===== src/rtl/bce_pkg.sv =====
package bce_pkg;

   typedef enum logic [1:0] {
      MODE_BRANCH = 2'd0,
      MODE_LOOP   = 2'd1,
      MODE_SET    = 2'd2,
      MODE_IDLE   = 2'd3
   } bce_mode_e;

   typedef struct packed {
      logic n;
      logic z;
      logic v;
      logic c;
   } bce_flags_t;

   localparam int CC_W = 4;

endpackage


===== src/rtl/bce_cond_decode.sv =====
module bce_cond_decode
   import bce_pkg::*;
#(
   parameter bit PAIR_DECODE = 1'b1
) (
   input  logic [CC_W-1:0] sel,
   input  bce_flags_t      flags,
   output logic            hit
);

   generate
      if (PAIR_DECODE) begin : g_pair
         // Each odd code is the complement of the even code below it.
         logic base;
         always_comb begin
            case (sel[CC_W-1:1])
               3'd0:    base = 1'b1;
               3'd1:    base = ~flags.c & ~flags.z;
               3'd2:    base = ~flags.c;
               3'd3:    base = ~flags.z;
               3'd4:    base = ~flags.v;
               3'd5:    base = ~flags.n;
               3'd6:    base = ~(flags.n ^ flags.v);
               default: base = ~(flags.n ^ flags.v) & ~flags.z;
            endcase
            hit = base ^ sel[0];
         end
      end else begin : g_full
         always_comb begin
            case (sel)
               4'd0:    hit = 1'b1;
               4'd1:    hit = 1'b0;
               4'd2:    hit = ~flags.c & ~flags.z;
               4'd3:    hit = flags.c | flags.z;
               4'd4:    hit = ~flags.c;
               4'd5:    hit = flags.c;
               4'd6:    hit = ~flags.z;
               4'd7:    hit = flags.z;
               4'd8:    hit = ~flags.v;
               4'd9:    hit = flags.v;
               4'd10:   hit = ~flags.n;
               4'd11:   hit = flags.n;
               4'd12:   hit = ~(flags.n ^ flags.v);
               4'd13:   hit = flags.n ^ flags.v;
               4'd14:   hit = ~(flags.n ^ flags.v) & ~flags.z;
               default: hit = (flags.n ^ flags.v) | flags.z;
            endcase
         end
      end
   endgenerate

endmodule


===== src/rtl/bce_loop_step.sv =====
module bce_loop_step #(
   parameter int CNT_W = 16
) (
   input  logic             active,
   input  logic             cond_hit,
   input  logic [CNT_W-1:0] cnt_in,
   output logic [CNT_W-1:0] cnt_out,
   output logic             take
);

   localparam logic [CNT_W-1:0] CNT_ONE  = {{(CNT_W-1){1'b0}}, 1'b1};
   localparam logic [CNT_W-1:0] CNT_TERM = {CNT_W{1'b1}};

   logic [CNT_W-1:0] dec;
   logic             stepping;

   always_comb begin
      dec      = cnt_in - CNT_ONE;
      stepping = active & ~cond_hit;
      cnt_out  = stepping ? dec : cnt_in;
      take     = stepping & (dec != CNT_TERM);
   end

endmodule


===== src/rtl/bce_set_fill.sv =====
module bce_set_fill #(
   parameter int SET_W = 8
) (
   input  logic             active,
   input  logic             cond_hit,
   output logic [SET_W-1:0] fill
);

   always_comb fill = {SET_W{active & cond_hit}};

endmodule


===== src/rtl/branch_cond_eval.sv =====
module branch_cond_eval
   import bce_pkg::*;
#(
   parameter int CNT_W       = 16,
   parameter int SET_W       = 8,
   parameter bit PAIR_DECODE = 1'b1
) (
   input  logic [3:0]       cond_sel,
   input  logic             flag_n,
   input  logic             flag_z,
   input  logic             flag_v,
   input  logic             flag_c,
   input  logic [1:0]       op_mode,
   input  logic [CNT_W-1:0] loop_cnt_in,
   output logic             cond_true,
   output logic             branch_taken,
   output logic [CNT_W-1:0] loop_cnt_out,
   output logic [SET_W-1:0] set_byte
);

   generate
      if (CNT_W < 2) begin : g_bad_cnt
         $error("branch_cond_eval: CNT_W must be at least 2");
      end
      if (SET_W < 1) begin : g_bad_set
         $error("branch_cond_eval: SET_W must be at least 1");
      end
   endgenerate

   bce_flags_t flags;
   bce_mode_e  mode;
   logic       hit;
   logic       loop_take;

   always_comb begin
      flags = '{n: flag_n, z: flag_z, v: flag_v, c: flag_c};
      mode  = bce_mode_e'(op_mode);
   end

   bce_cond_decode #(.PAIR_DECODE(PAIR_DECODE)) u_decode (
      .sel   (cond_sel),
      .flags (flags),
      .hit   (hit)
   );

   bce_loop_step #(.CNT_W(CNT_W)) u_loop (
      .active   (mode == MODE_LOOP),
      .cond_hit (hit),
      .cnt_in   (loop_cnt_in),
      .cnt_out  (loop_cnt_out),
      .take     (loop_take)
   );

   bce_set_fill #(.SET_W(SET_W)) u_set (
      .active   (mode == MODE_SET),
      .cond_hit (hit),
      .fill     (set_byte)
   );

   always_comb begin
      cond_true = hit;
      case (mode)
         MODE_BRANCH: branch_taken = hit;
         MODE_LOOP:   branch_taken = loop_take;
         default:     branch_taken = 1'b0;
      endcase
   end

endmodule


===== config.mk =====
export PLATFORM = sky130hd
export DESIGN_NAME = branch_cond_eval
export DESIGN_NICKNAME = d
export VERILOG_FILES = /design/src/rtl/bce_pkg.sv /design/src/rtl/bce_cond_decode.sv /design/src/rtl/bce_loop_step.sv /design/src/rtl/bce_set_fill.sv /design/src/rtl/branch_cond_eval.sv
export SDC_FILE = /design/constraint.sdc
export NUM_CORES = 1
export LEC_CHECK = 0
export ABC_AREA = 1
export BUFFER_PORTS_ARGS = -buffer_cell sky130_fd_sc_hd__clkbuf_2
export CORE_UTILIZATION = 42
export DETAILED_ROUTE_END_ITERATION = 16
export MAX_ROUTING_LAYER = met4
export PLACE_DENSITY = 0.8
export SLEW_MARGIN = 0
export SYNTH_ARGS = -nofsm -noshare
export SYNTH_HDL_FRONTEND = slang
export SYNTH_SLANG_ARGS = --single-unit

===== constraint.sdc =====
create_clock -name vclk -period 4.34
set_clock_uncertainty 0.15 [all_clocks]
set_input_delay 1.085 -clock vclk [all_inputs]
set_output_delay 1.085 -clock vclk [all_outputs]
set_load 0.02 [all_outputs]

==> reports/qor.yml, run 1 <==
run_status:
  status: "completed"
grt:
  grt_pass1_vias: 954
  grt_pass1_wl_um: 3730
  antenna_found_initial: 0
  grt-ovfl-total: 0
  grt_max_degree: 23
  grt_usage_pct: 18.7
yosys:
  mappedNetlistNets: 207
  ys_seq_area_share_pct: 0
  synth_compound_area_share_pct: 10.3
  synthMuxAreaShare_pct: 0
  synth_top_family_by_area: "simple AND/OR/NAND/NOR gates"
  yosysTopAreaCellShare_pct: 35.0
  synth_fa_ha_area_share_pct: 2.75
  ys_top_cells_by_count: "85 x nand2_1, 17 x nor2_1, 16 x inv_1, 10 x nand3_1, 8 x buf_4"
  synthXorXnorAreaFrac_pct: 2.88
  ys_types: 28
  synthTopCellsByArea: "nand2_1 35%, nor2_1 7.0%, buf_4 6.6%"
  syn_avg_cell_area_sq_um: 5.09
  yosysWarnings: 0
  synth-simple-area-share_pct: 67.6
  synth_cells: 179
  yosysMostFrequentCell: "nand2_1"
  yosysTopAreaCell: "nand2_1"
  netlist_area_sq_um: 911
timing:
  worst_slack_ns: 0.441
  rsz0062_at_grt: "false"
  worst_slew_pin_slew_ns: 0.389
  slew_violations: 0
  fin_setup_tns_ns: 0
  setup_viol: 0
  finalCritPeriodShare_pct: 89.8
  timing.fmax_mhz: 256
  min_period_ns: 3.90
  hold_violations: 0
  slew_headroom_pct: 74.0
  hold_ws_ns: 2.38
floorplan:
  rows: 16
  start_util_pct: 45.5
  pin_count: 52
  die_h_um: 48.6
  coreArea_sq_mm: 0.00200
  dieArea_sq_mm: 0.00236
  dieWidth_um: 48.6
worst_hold_path:
  min_from: "loop_cnt_in[15]"
  holdPathStages: 4
  min_path_type: "input port to output pin"
  hold_end: "loop_cnt_out[15]"
finish:
  design.seq.count: 0
  n_clock_buffer: 0
  fin_cells: 248
  regArea_sq_um: 0
  stdcell_area_sq_mm: 0.00112
  area_growth_syn_to_layout_pct: 23.2
  n_fill_cell: 229
  antenna-diode-count: 0
  drive_gt1_share_pct: 32.6
  fin_nets: 251
routing:
  drt_iter0_drc: 19
  wire_per_inst_um: 8.51
  drcViolationCount: 0
  firstDrtPassIters: 4
  wirelength_um: 2110
  vias_per_cell: 4.80
  num_vias: 1190
  antenna_left: 0
job:
  cap_violations: 0
critical_path:
  cp.required_ns: 3.11
  cp.arrival_ns: 2.66
  path_class: "input port to output pin"
  crit_path_max_fanout: 7
  crit_path_end_kind: "output pin"
  worst_setup_path_start_kind: "input port"
place:
  place_worst_setup_slack_ns: 0.434
  place_area_sq_mm: 0.00112
  hpwl_um: 1850
  place_congestion: 0.903
  portBuffers: 52
  place_inst: 248
power_and_ir_drop:
  p_leak_nw: 0.694
  p_per_area_mw_per_mm2: 114
  ir_drop_v: 0.0000576
clock_network:
  cts_resized: 0
  postCtsHoldBufs: 0
  postCtsSetupBuffers: 0
==> cells in the final DEF (no fill, tap or decap), drive strengths merged <==
master  instances
nor3            3
o21bai          1
nor2           23
nand4           3
inv            18
clkbuf         52
xor2            1
o21ai           7
xnor2           2
nand3          12
nand3b          4
o22ai           1
o211ai          1
nand2          89
ha              2
a21boi          2
==> area by class of cell <==
| type | instances | area, sq um | area share, % |
|---|---|---|---|
| inverters | 18 | 67.6 | 6.02 |
| multi-input cells | 151 | 761 | 67.8 |
| well taps | 27 | 33.8 | 3.01 |
| repair buffers | 52 | 260 | 23.2 |
==> through the flow <==
step	total power [W]	util, %
finish	0.000128	56.1
global route	0.000141	56.1
CTS	0.000129	56.1
detailed placement	0.000129	56.1
global placement	0.000128	56.1
floorplan	0.0000909	-
==> kinds of logic after synthesis <==
kind of cell	count (synthesis)
AND/OR/NAND/NOR	134
buffers and inverters	28
AO/OA/AOI/OAI	12
XOR/XNOR	3
adder cells (fa/ha/maj)	2
==> routing by layer <==
metal / share of wire (%) / track usage, % / up-vias
met3: 5.6 / 0.314 / 0
met4: 0 / 0 / 0
met1: 46 / 24.3 / 511
met5: 0 / - / -
met2: 48 / 34.3 / 38
li1: - / - / 641
==> power by group <==
group	leakage [nW]	switching (W)	internal [W]
Sequential	0	0	0
Combinational	0.694	0.0000843	0.0000436
Clock	0	0	0
Total	0.694	0.0000843	0.0000436
==> worst max-delay path by stage <==
stage,startpoint,to,slack [ns],cells past startpoint
2_1_floorplan,cond_sel[3],set_byte[1],0.53,11
3_3_place_gp,loop_cnt_in[0],branch_taken,0.44,13
3_5_place_dp,loop_cnt_in[0],branch_taken,0.43,13
4_1_cts,loop_cnt_in[0],branch_taken,0.43,13
5_1_grt,loop_cnt_in[0],branch_taken,0.26,13
6_report,loop_cnt_in[0],branch_taken,0.44,13
==> worst max-delay path, cell delays in order <==
cell and delay [ns]:
clkbuf_2 0.09, inv_1 0.18, ha_1 0.31, nand2_2 0.11, nor2_4 0.18, nand2_1 0.07
nand2_1 0.09, nand3_1 0.07, nor2_1 0.13, nand3_1 0.09, nand2_1 0.07, nand2_1 0.05
clkbuf_2 0.15
No activity file was read; power rests on OpenSTA's default activity.
==> run 2: changes to the inputs <==
CORE_ASPECT_RATIO = 2   (was unset)
CORE_UTILIZATION = 30   (was 42)
PLACE_DENSITY = 0.61   (was 0.8)
==> run 2 against run 1 <==
  * Total power grew 1.7%
  * Die area grew 39%
  * Sequential share of layout area is the same
  * Critical path type unchanged
  * Highest routed layer unchanged
==> reports/qor.yml, run 2 (synthesis results as in run 1) <==
run_status:
  status: "completed"
critical_path:
  crit_path_end_kind: "output pin"
  cp_slowest_cell: "ha_1"
  cp.required_ns: 3.11
  cpPeakStageDelay_ns: 0.29
  path_common_cell: "nand2_1"
  cp.arrival_ns: 2.62
  worst_setup_path_start_kind: "input port"
  crit_chain: "clkbuf_2, inv_1, ha_1, nand2_2, nor2_4, nand2_1, nand2_1, nand3_1, nor2_1, nand3_1, nand2_1, nand2_1, clkbuf_2"
  crit_path_max_fanout: 7
  path_class: "input port to output pin"
timing:
  timing.fmax_mhz: 260
  finalCritPeriodShare_pct: 88.8
  setup_viol: 0
  min_period_ns: 3.85
  rsz0062_at_grt: "false"
  worst_slew_pin_slew_ns: 0.378
  slew_violations: 0
  hold_violations: 0
  fin_setup_tns_ns: 0
  hold_ws_ns: 2.36
  slew_headroom_pct: 74.7
place:
  hpwl_um: 2240
  place_congestion: 0.840
  portBuffers: 52
grt:
  grt_pass1_wl_um: 4460
  grt_max_degree: 22
  top_usage_layer: "met2"
  grt-ovfl-total: 0
  grt_pass1_vias: 1168
  grt_usage_pct: 18.4
  use_met3_pct: 0
  gr-usage-met2_pct: 38.8
  antenna_found_initial: 0
  grt_use_met1_pct: 16.8
finish:
  antenna-diode-count: 0
  final_cell_mix: "85 x nand2_1, 52 x clkbuf_2, 17 x nor2_1, 16 x inv_1, 10 x nand3_1"
  final_util_pct: 39.0
  regArea_sq_um: 0
  fin_nets: 252
  design.seq.count: 0
  drive_gt1_share_pct: 32.9
  n_clock_buffer: 0
  area_growth_syn_to_layout_pct: 24.5
  final_common_cell: "nand2_1"
power_and_ir_drop:
  p_per_area_mw_per_mm2: 115
  p_leak_nw: 0.698
  ir_drop_v: 0.0000477
floorplan:
  start_util_pct: 31.3
  dieArea_sq_mm: 0.00327
  pin_count: 52
  coreArea_sq_mm: 0.00291
  rows: 28
  dieWidth_um: 41.0
  die_h_um: 79.9
clock_network:
  cts_resized: 0
  postCtsSetupBuffers: 0
  postCtsHoldBufs: 0
routing:
  wire_per_inst_um: 10.2
  drcViolationCount: 0
  wirelength_um: 2570
  vias_per_cell: 4.74
  num_vias: 1195
  firstDrtPassIters: 4
  drt_iter0_drc: 9
  antenna_left: 0
job:
  cap_violations: 0
worst_hold_path:
  min_path_type: "input port to output pin"
==> run 2: changes by cell type in the layout (fill, tap and decap cells not counted), sizes merged <==
cell,delta
buf,+1
==> run 2: cell type report <==
cell class / instances / area [sq um]
fill: 367 / 1770
multi-input combinational: 151 / 761
timing repair buffer: 53 / 268
inverter: 18 / 67.6
tap: 30 / 37.5
==> run 2: per-layer routing <==
metal,share of wire [%],wire length (um)
met4,0,0
met5,0,0
met1,34,870
met2,62,1610
met3,3.6,93
==> run 2: where the power goes <==
part / switching (W) / total (W) / internal (W)
Clock: 0 / 0 / 0
Sequential: 0 / 0 / 0
Combinational: 0.0000858 / 0.000130 / 0.0000443
Total: 0.0000858 / 0.000130 / 0.0000443
==> run 2: worst paths after layout <==
path | start | end | slack (ns) | cells after the start
min | loop_cnt_in[15] | loop_cnt_out[15] | 2.36 | 4
max | loop_cnt_in[0] | branch_taken | 0.49 | 13
==> run 2: per-stage QoR <==
step	cell area, sq um	cells	setup slack, ns	total power [W]
floorplan	911	179	0.533	0.0000909
finish	1130	252	0.487	0.000130
detailed placement	1130	252	0.464	0.000131
CTS	1130	252	0.459	0.000132
global placement	1130	252	0.493	0.000131
global route	1130	252	0.268	0.000145
==> run 2: worst max-delay path, delay by kind of cell <==
family / cells / cell delay [ns]
fa+ha+maj: 1 / 0.29
buf+inv: 3 / 0.40
simple gates: 9 / 0.85
